## src/rtl/edg_pkg.sv

```systemverilog
// Shared encodings for the element-strided displacement generator.
// Assumes single-bit selects for format and operation direction.
package edg_pkg;
    typedef enum logic {
        FMT_D16  = 1'b0,
        FMT_WORD = 1'b1
    } disp_fmt_e;

    typedef enum logic {
        OP_LOAD  = 1'b0,
        OP_STORE = 1'b1
    } mem_dir_e;
endpackage

```

## src/rtl/edg_base_ext.sv

```systemverilog
// Widens the instruction displacement field into a signed immediate.
// Assumes FIELD_W >= 3 and OUT_W > FIELD_W; word format drops the top two
// field bits and appends two zero bits before sign extension.
module edg_base_ext
    import edg_pkg::*;
#(
    parameter int FIELD_W = 16,
    parameter int OUT_W   = 32
) (
    input  logic [FIELD_W-1:0] field_i,
    input  disp_fmt_e          fmt_i,
    output logic [OUT_W-1:0]   imm_o
);
    localparam int EXT_W = OUT_W - FIELD_W;

    logic [FIELD_W-1:0] aligned;

    // Pick the field layout before extension.
    always_comb begin
        if (fmt_i == FMT_WORD) begin
            aligned = {field_i[FIELD_W-3:0], 2'b00};
        end else begin
            aligned = field_i;
        end
    end

    // Replicate the top bit of the aligned field.
    always_comb begin
        imm_o = {{EXT_W{aligned[FIELD_W-1]}}, aligned};
    end
endmodule

```

## src/rtl/edg_index_lin.sv

```systemverilog
// Flattens an element index and a sub-element index into one linear offset:
// step * (sub_code + 1) + sub. The load side uses source indices and the
// store side uses destination indices. The multiply by a small factor is
// a set of shifted partial products, one per factor bit.
module edg_index_lin
    import edg_pkg::*;
#(
    parameter int STEP_W = 7,
    parameter int SUB_W  = 2,
    localparam int LIN_W = STEP_W + SUB_W
) (
    input  mem_dir_e           dir_i,
    input  logic [STEP_W-1:0]  src_idx_i,
    input  logic [STEP_W-1:0]  dst_idx_i,
    input  logic [SUB_W-1:0]   src_sub_i,
    input  logic [SUB_W-1:0]   dst_sub_i,
    input  logic [SUB_W-1:0]   sub_code_i,
    output logic [LIN_W-1:0]   lin_o
);
    localparam int NPP = SUB_W + 1;

    logic [STEP_W-1:0] step;
    logic [SUB_W-1:0]  sub;
    logic [SUB_W:0]    factor;
    logic [LIN_W-1:0]  pp [NPP];

    // Select the index side from the operation direction.
    always_comb begin
        if (dir_i == OP_STORE) begin
            step = dst_idx_i;
            sub  = dst_sub_i;
        end else begin
            step = src_idx_i;
            sub  = src_sub_i;
        end
        factor = {1'b0, sub_code_i} + NPP'(1);
    end

    // One partial product for each bit of the factor.
    for (genvar g = 0; g < NPP; g++) begin : g_pp
        assign pp[g] = factor[g] ? (LIN_W'(step) << g) : '0;
    end

    // Sum the partial products and the sub-element index.
    always_comb begin
        lin_o = LIN_W'(sub);
        for (int k = 0; k < NPP; k++) begin
            lin_o = lin_o + pp[k];
        end
    end
endmodule

```

## src/rtl/edg_stride_acc.sv

```systemverilog
// Scales the linear element offset by the access size, given as a
// power-of-two shift code, and adds it to the immediate in unit-stride
// mode. Otherwise it passes the immediate through. Assumes OUT_W is
// wide enough to hold the largest shifted offset.
module edg_stride_acc #(
    parameter int LIN_W = 9,
    parameter int LEN_W = 2,
    parameter int OUT_W = 32
) (
    input  logic [OUT_W-1:0] imm_i,
    input  logic [LIN_W-1:0] lin_i,
    input  logic [LEN_W-1:0] len_code_i,
    input  logic             unit_stride_i,
    output logic [OUT_W-1:0] disp_o,
    output logic             repl_o
);
    localparam int NSH   = 1 << LEN_W;
    localparam int OFF_W = LIN_W + NSH - 1;

    logic [OFF_W-1:0] shv [NSH];
    logic [OFF_W-1:0] off_sel;

    // One shifted copy of the offset for each size code.
    for (genvar g = 0; g < NSH; g++) begin : g_shift
        assign shv[g] = OFF_W'(lin_i) << g;
    end

    // Choose the scaled offset and form the result.
    always_comb begin
        off_sel = shv[len_code_i];
        if (unit_stride_i) begin
            disp_o = imm_i + {{(OUT_W-OFF_W){1'b0}}, off_sel};
            repl_o = 1'b1;
        end else begin
            disp_o = imm_i;
            repl_o = 1'b0;
        end
    end
endmodule

```

## src/rtl/elem_disp_gen.sv

```systemverilog
// Top of the element-strided displacement generator. It combines the
// immediate widening, the index linearisation and the stride accumulation,
// then registers the result with one cycle of latency. The result holds
// while no request arrives. Synchronous active-low reset.
module elem_disp_gen
    import edg_pkg::*;
#(
    parameter int FIELD_W = 16,
    parameter int STEP_W  = 7,
    parameter int SUB_W   = 2,
    parameter int LEN_W   = 2,
    parameter int OUT_W   = 32
) (
    input  logic               clk,
    input  logic               rst_n,
    input  logic               in_valid,
    input  logic [FIELD_W-1:0] disp_field,
    input  logic               fmt_word,
    input  logic               is_store,
    input  logic [STEP_W-1:0]  src_idx,
    input  logic [STEP_W-1:0]  dst_idx,
    input  logic [SUB_W-1:0]   src_sub,
    input  logic [SUB_W-1:0]   dst_sub,
    input  logic [SUB_W-1:0]   sub_code,
    input  logic [LEN_W-1:0]   len_code,
    input  logic               unit_stride,
    output logic               out_valid,
    output logic [OUT_W-1:0]   disp_out,
    output logic               replaced
);
    localparam int LIN_W = STEP_W + SUB_W;

    logic [OUT_W-1:0] imm_w;
    logic [LIN_W-1:0] lin_w;
    logic [OUT_W-1:0] disp_w;
    logic             repl_w;

    edg_base_ext #(.FIELD_W(FIELD_W), .OUT_W(OUT_W)) u_base (
        .field_i (disp_field),
        .fmt_i   (disp_fmt_e'(fmt_word)),
        .imm_o   (imm_w)
    );

    edg_index_lin #(.STEP_W(STEP_W), .SUB_W(SUB_W)) u_lin (
        .dir_i      (mem_dir_e'(is_store)),
        .src_idx_i  (src_idx),
        .dst_idx_i  (dst_idx),
        .src_sub_i  (src_sub),
        .dst_sub_i  (dst_sub),
        .sub_code_i (sub_code),
        .lin_o      (lin_w)
    );

    edg_stride_acc #(.LIN_W(LIN_W), .LEN_W(LEN_W), .OUT_W(OUT_W)) u_acc (
        .imm_i         (imm_w),
        .lin_i         (lin_w),
        .len_code_i    (len_code),
        .unit_stride_i (unit_stride),
        .disp_o        (disp_w),
        .repl_o        (repl_w)
    );

    // Output register: valid tracks the request; data loads only on a request.
    always_ff @(posedge clk) begin
        if (!rst_n) begin
            out_valid <= 1'b0;
            disp_out  <= '0;
            replaced  <= 1'b0;
        end else begin
            out_valid <= in_valid;
            if (in_valid) begin
                disp_out <= disp_w;
                replaced <= repl_w;
            end
        end
    end
endmodule

```

## config.mk

```make
export PLATFORM = sky130hd
export DESIGN_NAME = elem_disp_gen
export DESIGN_NICKNAME = d
export VERILOG_FILES = /design/src/rtl/edg_pkg.sv /design/src/rtl/edg_base_ext.sv /design/src/rtl/edg_index_lin.sv /design/src/rtl/edg_stride_acc.sv /design/src/rtl/elem_disp_gen.sv
export SDC_FILE = /design/constraint.sdc
export NUM_CORES = 1
export LEC_CHECK = 0
export ABC_CLOCK_PERIOD_IN_PS = 10200
export BUFFER_PORTS_ARGS = -buffer_cell sky130_fd_sc_hd__buf_2
export CORE_MARGIN = 8
export CORE_UTILIZATION = 55
export CTS_BUF_LIST = sky130_fd_sc_hd__clkbuf_4 sky130_fd_sc_hd__clkbuf_8 sky130_fd_sc_hd__clkbuf_16
export CTS_CLUSTER_DIAMETER = 200
export DETAILED_ROUTE_END_ITERATION = 16
export PLACE_DENSITY = 0.84
export SKIP_CTS_REPAIR_TIMING = 1
export SLEW_MARGIN = 20
export SYNTH_ARGS = -nofsm -noshare
export SYNTH_HDL_FRONTEND = slang
export SYNTH_SLANG_ARGS = --single-unit
```

## constraint.sdc

```tcl
create_clock -name clk -period 10.2 [get_ports clk]
set_input_delay 2.04 -clock clk [delete_from_list [all_inputs] [get_ports clk]]
set_output_delay 2.04 -clock clk [all_outputs]
set_load 0.02 [all_outputs]
```

==> metrics.md, run 1 <==
| Metric | Value |
|---|---|
| Outcome | `complete, no violations` |
| Overall die width | `85.5 um` |
| Worst-Margin Slew | `472 ps` |
| Pwr per Cell Area | `135 nW/um^2` |
| Antenna diodes | `0` |
| Ratio of cells with drive above 1 in the final layout | `29.9%` |
| Syn_nets | `404` |
| Hold Path Class | `register to register` |
| Syn Inst Count | `329` |
| Die footprint | `7310 sq um` |
| Die Ht | `85.5 um` |
| Most frequent cells in the layout | `buf_2, nand2_1, ha_1` |
| Setup_tns | `0 ps` |
| Overall routed net length | `6550 um` |
| Iteration count of the initial detailed-routing pass | `4` |
| Leak Pwr | `0.00150 uW` |
| Crit-path max cell delay | `510 ps` |
| Cell types with the largest area share after synthesis | `dfxtp_1, ha_1, mux2_2, fa_1, mux2i_1` |
| Root buf cell | `clkbuf_8` |
| Synth-to-Final Area Change | `12.9%` |
| Max clock buf depth | `2` |
| Cells on worst reg2reg path | `3` |
| RSZ-0062 raised after global routing | `no` |
| Inserted Clock Buffers | `3` |
| Synth unique cells | `58` |
| GRT Util Overall | `17.2%` |
| Crit path top cell by count | `ha_1` |
| Io pins | `78` |
| Initial core utilization | `56.6%` |
| PnR worst setup slack | `3660 ps` |
| Antenna-violating nets left | `0` |
| Detailed Place HPWL | `5410 um` |
| Crit path DAT | `6660 ps` |
| Top delay family on crit path | `adder cells` |
| Mapped Avg Cell Area | `8.08 sq um` |
| Critical Path End Type | `register` |
| # DRC | `0` |
| Vias in the first global route | `2448` |
| Hold Crit Start | `disp_out[15]` |
| Worst vdd ir | `50.1 uV` |
| Crit start category | `input pin` |
| Vias per cell | `5.84` |
| Core footprint | `4690 sq um` |
| GP Congestion | `0.911` |
| Met1 Use GR | `20.5%` |
| Hold Fails Final Rpt | `0` |
| Multi-input gate area | `2040 sq um` |
| Met3 GRT Util | `4.20%` |
| Synth top area share | `14.3%` |
| Yosys warning count | `0` |
| Worst Path Required | `10320 ps` |
| CTS tree | `done` |
| Num Clock Sinks | `19` |
| Ys flop type | `dfxtp_1` |
| Pin count of the biggest net entering global routing | `30` |
| Max Fclk | `153 MHz` |
| DR vias | `2557` |
| Port bufs | `77` |
| Fraction of registers with async set or reset after synthesis | `0%` |
| Critical path class | `input pin to register` |
| R2R setup slack | `9360 ps` |
| GRT overflow | `0` |
| Global-route wire length before repair | `10700 um` |
| # H-tree levels | `1` |
| Fill cells | `409` |
| Synth Register Bits | `19` |
| Synthesized area | `2660 sq um` |
| Number of flops mapped to enable cells by yosys | `0` |
| Reg clk slew, reported paths | `70 ps` |
| Final Hold Slack | `468 ps` |
| Layout Nets | `460` |
| Max Cap Viol | `0` |
| Clock Skews | `0 ps` |
| Initial antenna violation count | `0` |
| GRT busiest layer | `met2` |
| Max-slew violation count | `0` |
| Worst Hold End | `disp_out[15]` |
| Clk_lat worst skew | `250 ps` |
| Synth area leader | `dfxtp_1` |
| Reg2reg start | `disp_out[9]` |
| Starting DRT DRC Count | `173` |
| Hold Crit Depth | `2` |
| Reg area | `380 sq um` |
| Buf+Inv Stages, Crit Path | `1` |
| Pre-CTS WS | `3500 ps` |
| Global Route met2 Usage | `29.5%` |
| Max-Slew Margin vs Limit | `67.7%` |
| Num rows | `25` |
| Setup-failing EPs final | `0` |
| Commonest non-fill, non-tap cell in the layout | `buf_2` |
| DR WL/cell | `15.0 um` |
| Slowest stage cell, crit path | `a2111oi_0` |
| Critical Path Fanout Max | `8` |
| Crit share post-route | `64.1%` |
| Fin crit period | `6540 ps` |
| Seq/Total Area, Yosys | `14.3%` |
| RR Endpoint | `disp_out[9]` |
| Crit path cell chain | `buf_2, ha_1, nor2b_1, fa_1, ha_1, fa_1, a211oi_1, o21bai_1, a21oi_1, xnor2_1, mux2_4, mux2_2, ha_1, a2111oi_0, a21oi_1, a2111oi_0, nor4_1` |
==> layer usage <==
layer,up-vias,wire length (um)
li1,1276,-
met1,1163,2780
met2,112,3100
met3,6,609
met4,0,62
met5,-,0
==> area by class of cell <==
class,count,share of cell area (%)
timing repair buffer,77,12.8
tap,54,2.25
clock buffer,4,1.63
inverter,21,2.63
multi-input combinational,263,68.0
sequential,19,12.7
==> logic make-up (layout without fill, tap and decap cells) <==
group                    Yosys count  count (layout)  synth area share (%)
AO/OA/AOI/OAI                     84              84                  22.2
XOR/XNOR                          11              11                  3.63
adder cells (fa/ha/maj)           31              31                  16.9
buffers and inverters             47             102                  8.90
flip-flops                        19              19                  14.3
multiplexers                      37              37                  15.1
AND/OR/NAND/NOR                  100             100                  19.0
==> power by group <==
group          internal [uW]  switching [uW]
clock network           30.4            23.8
logic                    111             152
registers               82.5            4.91
total                    224             180
==> how the worst max path moves through the flow <==
stage	start	end	slack, ps	cells past startpoint
global route	sub_code[0]	disp_out[10]	3420	17
floorplan	is_store	disp_out[8]	3800	18
detailed placement	is_store	disp_out[14]	3500	18
CTS	is_store	disp_out[10]	3720	17
finish	sub_code[0]	disp_out[10]	3660	17
global placement	is_store	disp_out[8]	3640	18
==> synthesized netlist by cell type (all sizes together) (2+ instances only) <==
master / instances
clkbuf: 8
fa: 8
o21ai: 17
and3: 2
xor2: 3
a2111oi: 2
nor4: 2
o21bai: 3
mux2: 21
o211ai: 3
a311oi: 2
a31oi: 4
o21a: 2
a21oi: 20
nand3: 5
a22o: 2
xnor2: 8
buf: 18
a211oi: 10
mux2i: 16
nor2b: 8
ha: 23
dfxtp: 19
a21boi: 2
nor3b: 2
o31ai: 3
a21o: 5
a41oi: 2
nand3b: 3
or2: 4
nor3: 3
inv: 20
nand2: 30
nand2b: 13
nor2: 22
==> state kept, by name, indices dropped and copies added, names as in the netlist <==
signal     cells
disp_out      17
out_valid      1
replaced       1
==> stage by stage <==
stage          cell area (sq um)  utilization [%]  power (uW)  instances
4_1_cts                     3000             64.0         404        438
2_1_floorplan               2660                -         296        329
3_3_place_gp                2950             62.9         341        434
5_1_grt                     3000             64.0         438        438
3_5_place_dp                2950             62.9         348        434
6_report                    3000             64.0         405        438
==> worst reg2reg max path: cells and delay by family, from the launching register on <==
kind            cells  cell delay (ps)
flops               1              320
compound gates      2              290
simple gates        1              130
(Power assumes the default switching activity.)
==> run 2, diff against run 1 <==
ABC_CLOCK_PERIOD_IN_PS = 5500   (was 10200)
CORE_UTILIZATION = 48   (was 55)
PLACE_DENSITY = 0.78   (was 0.84)
clock period = 5.5 ns   (was 10.2 ns; I/O delays follow)
==> run 2 against run 1 <==
  * Cell count up 6.4%
  * Critical path depth rose by 1
  * Combinational power is 92% higher
  * Via count decreased by 1.6%
  * First-iteration DRC count is 34% lower
  * Critical endpoint is now disp_out[14]
  * Largest power group unchanged
==> metrics.md, run 2 (synthesis gave the netlist of run 1 again) <==
| Metric | Value |
|---|---|
| Outcome | `complete, no violations` |
| CTS tree | `done` |
| Fin crit period | `5220 ps` |
| Starting DRT DRC Count | `114` |
| GRT Util Overall | `15.3%` |
| Initial core utilization | `48.9%` |
| Antenna diodes | `0` |
| Final Hold Slack | `460 ps` |
| Setup-failing EPs final | `0` |
| Max clock buf depth | `2` |
| # H-tree levels | `1` |
| Num rows | `27` |
| Critical Path End Type | `register` |
| Hold Path Class | `register to register` |
| Most frequent cells in the layout | `buf_2, nand2_1, nor2_1, ha_1, mux2_2` |
| Layout Nets | `470` |
| Overall routed net length | `6400 um` |
| Worst-Margin Slew | `488 ps` |
| Die Ht | `90.4 um` |
| Max Fclk | `192 MHz` |
| Global-route wire length before repair | `11000 um` |
| Crit path DAT | `5390 ps` |
| Pin count of the biggest net entering global routing | `30` |
| GP Congestion | `0.976` |
| PnR worst setup slack | `280 ps` |
| Antenna-violating nets left | `0` |
| Synth-to-Final Area Change | `17.1%` |
| Largest register by flop count | `disp_out` |
| Placed cells | `462` |
| Detailed Place HPWL | `5370 um` |
| GRT overflow | `0` |
| RSZ-0062 raised after global routing | `no` |
| Ratio of cells with drive above 1 in the final layout | `32.5%` |
| Reg2reg start | `disp_out[9]` |
| Pwr per Cell Area | `247 nW/um^2` |
| Die footprint | `8170 sq um` |
| Crit share post-route | `94.9%` |
| Commonest non-fill, non-tap cell in the layout | `buf_2` |
| Hold Fails Final Rpt | `0` |
| Max-slew violation count | `0` |
| Crit start category | `input pin` |
| Num Clock Sinks | `19` |
| Biggest regs | `disp_out x17, out_valid x1, replaced x1` |
| Vias in the first global route | `2493` |
| Hold Crit Start | `disp_out[15]` |
| Port bufs | `77` |
| Worst Path Required | `5670 ps` |
| Max-Slew Margin vs Limit | `67.4%` |
| Reg clk slew, reported paths | `70 ps` |
| Final design utilization | `57.2%` |
| Worst vdd ir | `123 uV` |
| Fin cells | `466` |
| # DRC | `0` |
| Initial antenna violation count | `0` |
| DR WL/cell | `13.7 um` |
| Clock Skews | `0 ps` |
| Clk_lat worst skew | `250 ps` |
| DR vias | `2515` |
| Inserted Clock Buffers | `3` |
| Root buf cell | `clkbuf_8` |
| Leak Pwr | `0.00155 uW` |
| Overall die width | `90.4 um` |
| Pre-CTS WS | `-57.1 ps` |
| Critical Path Fanout Max | `6` |
| Critical path class | `input pin to register` |
| Io pins | `78` |
| Iteration count of the initial detailed-routing pass | `4` |
| Max reg flops | `17` |
| Core footprint | `5440 sq um` |
| Vias per cell | `5.40` |
| Worst setup startpoint | `is_store` |
| Max Cap Viol | `0` |
run 2: where the power goes:
part           switching (uW)  total (uW)  internal, uW
clock                    46.2         103          56.4
combinational             280         505           224
sequential               8.12         161           153
total                     335         768           433
run 2: worst max-delay path, cell delays in order:
cell     delay [ps]
buf_2           120
mux2_2          350
nor2b_1         150
fa_1            470
ha_1            230
fa_1            400
buf_4           160
a21o_1          170
a21oi_1         170
xnor2_1         100
mux2_2          280
mux2_2          270
ha_2            220
or4_1           540
o21ai_2         180
o21ai_2         110
nor2b_4         150
o31ai_1         220
run 2: layout make-up:
class,count,area (sq um)
clock buffer,4,48.8
fill,506,2330
inverter,21,78.8
multi-input combinational,263,2050
sequential,19,380
tap,72,90.1
timing repair buffer,87,460
run 2: metrics by stage:
stage                     setup TNS, ps  cell area [sq um]  power, uW
after floorplan                       0               2660        548
after global placement                0               3050        653
after detailed placement           -169               3050        660
after CTS                             0               3100        765
after global routing                  0               3110        838
final                                 0               3110        768
run 2: final timing paths:
kind / endpoint / slack [ps] / depth (start not counted)
setup / recovery: disp_out[14] / 280 / 18
hold reg to reg: disp_out[15] / 460 / 2
hold / removal: disp_out[15] / 460 / 2
setup reg to reg: disp_out[9] / 4660 / 3
run 2: metal layers:
metal / wire length, um / track usage, % / vias up
li1: - / - / 1297
met1: 2900 / 18.3 / 1124
met2: 2940 / 25.8 / 88
met3: 496 / 4.16 / 6
met4: 57 / 4.72 / 0
met5: 0 / 0 / -
==> run 3, diff against run 2 <==
CORE_UTILIZATION = 49   (was 48)
CTS_BUF_LIST = sky130_fd_sc_hd__clkbuf_4   (was sky130_fd_sc_hd__clkbuf_4 sky130_fd_sc_hd__clkbuf_8 sky130_fd_sc_hd__clkbuf_16)
PLACE_DENSITY = 0.79   (was 0.78)
==> run 3 against run 2 <==
  * Non-clock buffer count is the same
  * First-iteration DRC count rose by 30%
  * Critical endpoint is now disp_out[9]
  * Flip-flop and latch count unchanged
  * Setup slack worse by 9.9 ps
  * Count of clock-buffer cells in the layout unchanged
  * Worst hold slack improved by 14 ps
  * Total power shrank 1.6%
  * Cell area decreased by 0.64%
  * Largest power group unchanged
==> metrics.md, run 3 (synthesis gave the netlist of run 1 again) <==
| Metric | Value |
|---|---|
| Outcome | `complete, no violations` |
| Clock network power share | `9.9%` |
| Met1 Use GR | `19.2%` |
| Biggest regs | `disp_out x17, out_valid x1, replaced x1` |
| Clock Skews | `0 ps` |
| Logic pwr share | `68.8%` |
| Reg2reg start | `disp_out[9]` |
| Overall die width | `89.6 um` |
| RR Endpoint | `disp_out[9]` |
| Port bufs | `77` |
| Antenna diodes | `0` |
| Initial core utilization | `49.5%` |
| Vias in the first global route | `2616` |
| Crit path cell chain | `buf_2, mux2_2, nor2b_1, fa_1, ha_1, fa_1, a211oi_1, o21bai_1, a21oi_1, xnor2_1, mux2_4, mux2_2, ha_1, buf_4, a211oi_1, o2bb2ai_1, a31oi_4, nand2_1, and2_0, o32ai_1` |
| Fin crit period | `5230 ps` |
| Num rows | `27` |
| Worst Hold End | `disp_out[15]` |
| Global Route met2 Usage | `31.2%` |
| Commonest non-fill, non-tap cell in the layout | `buf_2` |
| Met3 GRT Util | `1.55%` |
| Hold Crit Start | `disp_out[15]` |
| # H-tree levels | `1` |
| Max-Slew Margin vs Limit | `68.9%` |
| Max Fclk | `191 MHz` |
| Setup-failing EPs final | `0` |
| Starting DRT DRC Count | `148` |
| Io pins | `78` |
| Die Ht | `89.6 um` |
| Top delay family on crit path | `compound AO/OA/AOI/OAI gates` |
| Ratio of cells with drive above 1 in the final layout | `32.2%` |
| Setup_tns | `0 ps` |
| Core footprint | `5370 sq um` |
| RSZ-0062 raised after global routing | `no` |
| Crit path DAT | `5440 ps` |
| Max clock buf depth | `2` |
| Sw Pwr | `346 uW` |
| Leak Pwr | `0.00154 uW` |
| Max Cap Viol | `0` |
| Critical Path Fanout Max | `4` |
| Detailed Place HPWL | `5540 um` |
| GRT busiest layer | `met2` |
| Most frequent cells in the layout | `buf_2, nand2_1, ha_1` |
| Clk_lat worst skew | `290 ps` |
| Vias per cell | `5.52` |
| Global-route wire length before repair | `11100 um` |
| Initial antenna violation count | `0` |
| Power Total | `756 uW` |
| Num Clock Sinks | `19` |
| Hold Fails Final Rpt | `0` |
| Worst Path Required | `5710 ps` |
| Pwr per Cell Area | `244 nW/um^2` |
| Slowest stage cell, crit path | `fa_1` |
| Largest register by flop count | `disp_out` |
| Iteration count of the initial detailed-routing pass | `4` |
| Root buf cell | `clkbuf_4` |
| Hold Path Class | `register to register` |
| Crit-path max cell delay | `450 ps` |
| WP depth | `20` |
| Antenna-violating nets left | `0` |
| Max-slew violation count | `0` |
| Synth-to-Final Area Change | `16.4%` |
| GRT Util Overall | `16.4%` |
| CTS tree | `done` |
| R2R setup slack | `4660 ps` |
| Critical path class | `input pin to register` |
| Cells on worst reg2reg path | `3` |
| DR vias | `2573` |
| Sw frac | `45.8%` |
| Int Pwr | `410 uW` |
| Crit start category | `input pin` |
| Overall routed net length | `6640 um` |
| Hold Crit Depth | `2` |
| Seq pwr share | `21.3%` |
| # DRC | `0` |
| GP Congestion | `0.932` |
| Critical Path End Type | `register` |
| DR WL/cell | `14.2 um` |
| Worst vdd ir | `123 uV` |
| Inserted Clock Buffers | `3` |
| GRT overflow | `0` |
| Pin count of the biggest net entering global routing | `30` |
| Max reg flops | `17` |
| Reg clk slew, reported paths | `110 ps` |
| Worst-Margin Slew | `466 ps` |
| Layout Nets | `470` |
| Crit share post-route | `95.1%` |
| Buf+Inv Stages, Crit Path | `2` |
| Die footprint | `8040 sq um` |
run 3: cell counts in the layout (fill, tap and decap cells not counted):
No cell type changed its count.
run 3: worst max-delay path by stage:
stage	start	endpoint	slack [ps]
final	is_store	disp_out[9]	270
after global routing	is_store	disp_out[9]	5
after CTS	is_store	disp_out[9]	270
after detailed placement	is_store	disp_out[9]	-30
after global placement	is_store	disp_out[10]	70
after floorplan	is_store	disp_out[8]	40
run 3: layout make-up:
cell class | count | area, sq um
Clock buffer | 4 | 30.0
Fill cell | 509 | 2280
Inverter | 21 | 78.8
Multi-Input combinational cell | 263 | 2050
Sequential cell | 19 | 380
Tap cell | 72 | 90.1
Timing Repair Buffer | 87 | 460
run 3: through the flow:
stage	instances	instance area, sq um	hold WS [ps]	setup WS (ps)	util (%)
CTS	466	3080	470	265	57.3
finish	466	3090	473	270	57.6
global placement	462	3050	433	69.7	56.8
global route	466	3090	505	5.16	57.6
floorplan	329	2660	534	37.9	-
detailed placement	462	3050	445	-25.0	56.8
run 3: power by group through the flow:
stage                     clock network (uW)  logic (uW)  registers [uW]
after global placement                     0         488             164
final                                   74.9         520             161
after CTS                               74.2         506             161
after detailed placement                   0         503             164
after global routing                    78.7         576             163
after floorplan                            0         365             183
run 3: per-layer routing:
layer	vias to the layer above	routed length, um	share of wire [%]
met1	1175	2820	42
met3	6	505	7.6
met4	0	59	0.89
li1	1303	-	-
met5	-	0	0
met2	89	3250	49
run 3: worst register-to-register path, stage by stage, from the launching register on:
cell	delay (ps)
dfxtp_1	330
nor2b_1	120
a31oi_1	170
o32ai_1	100
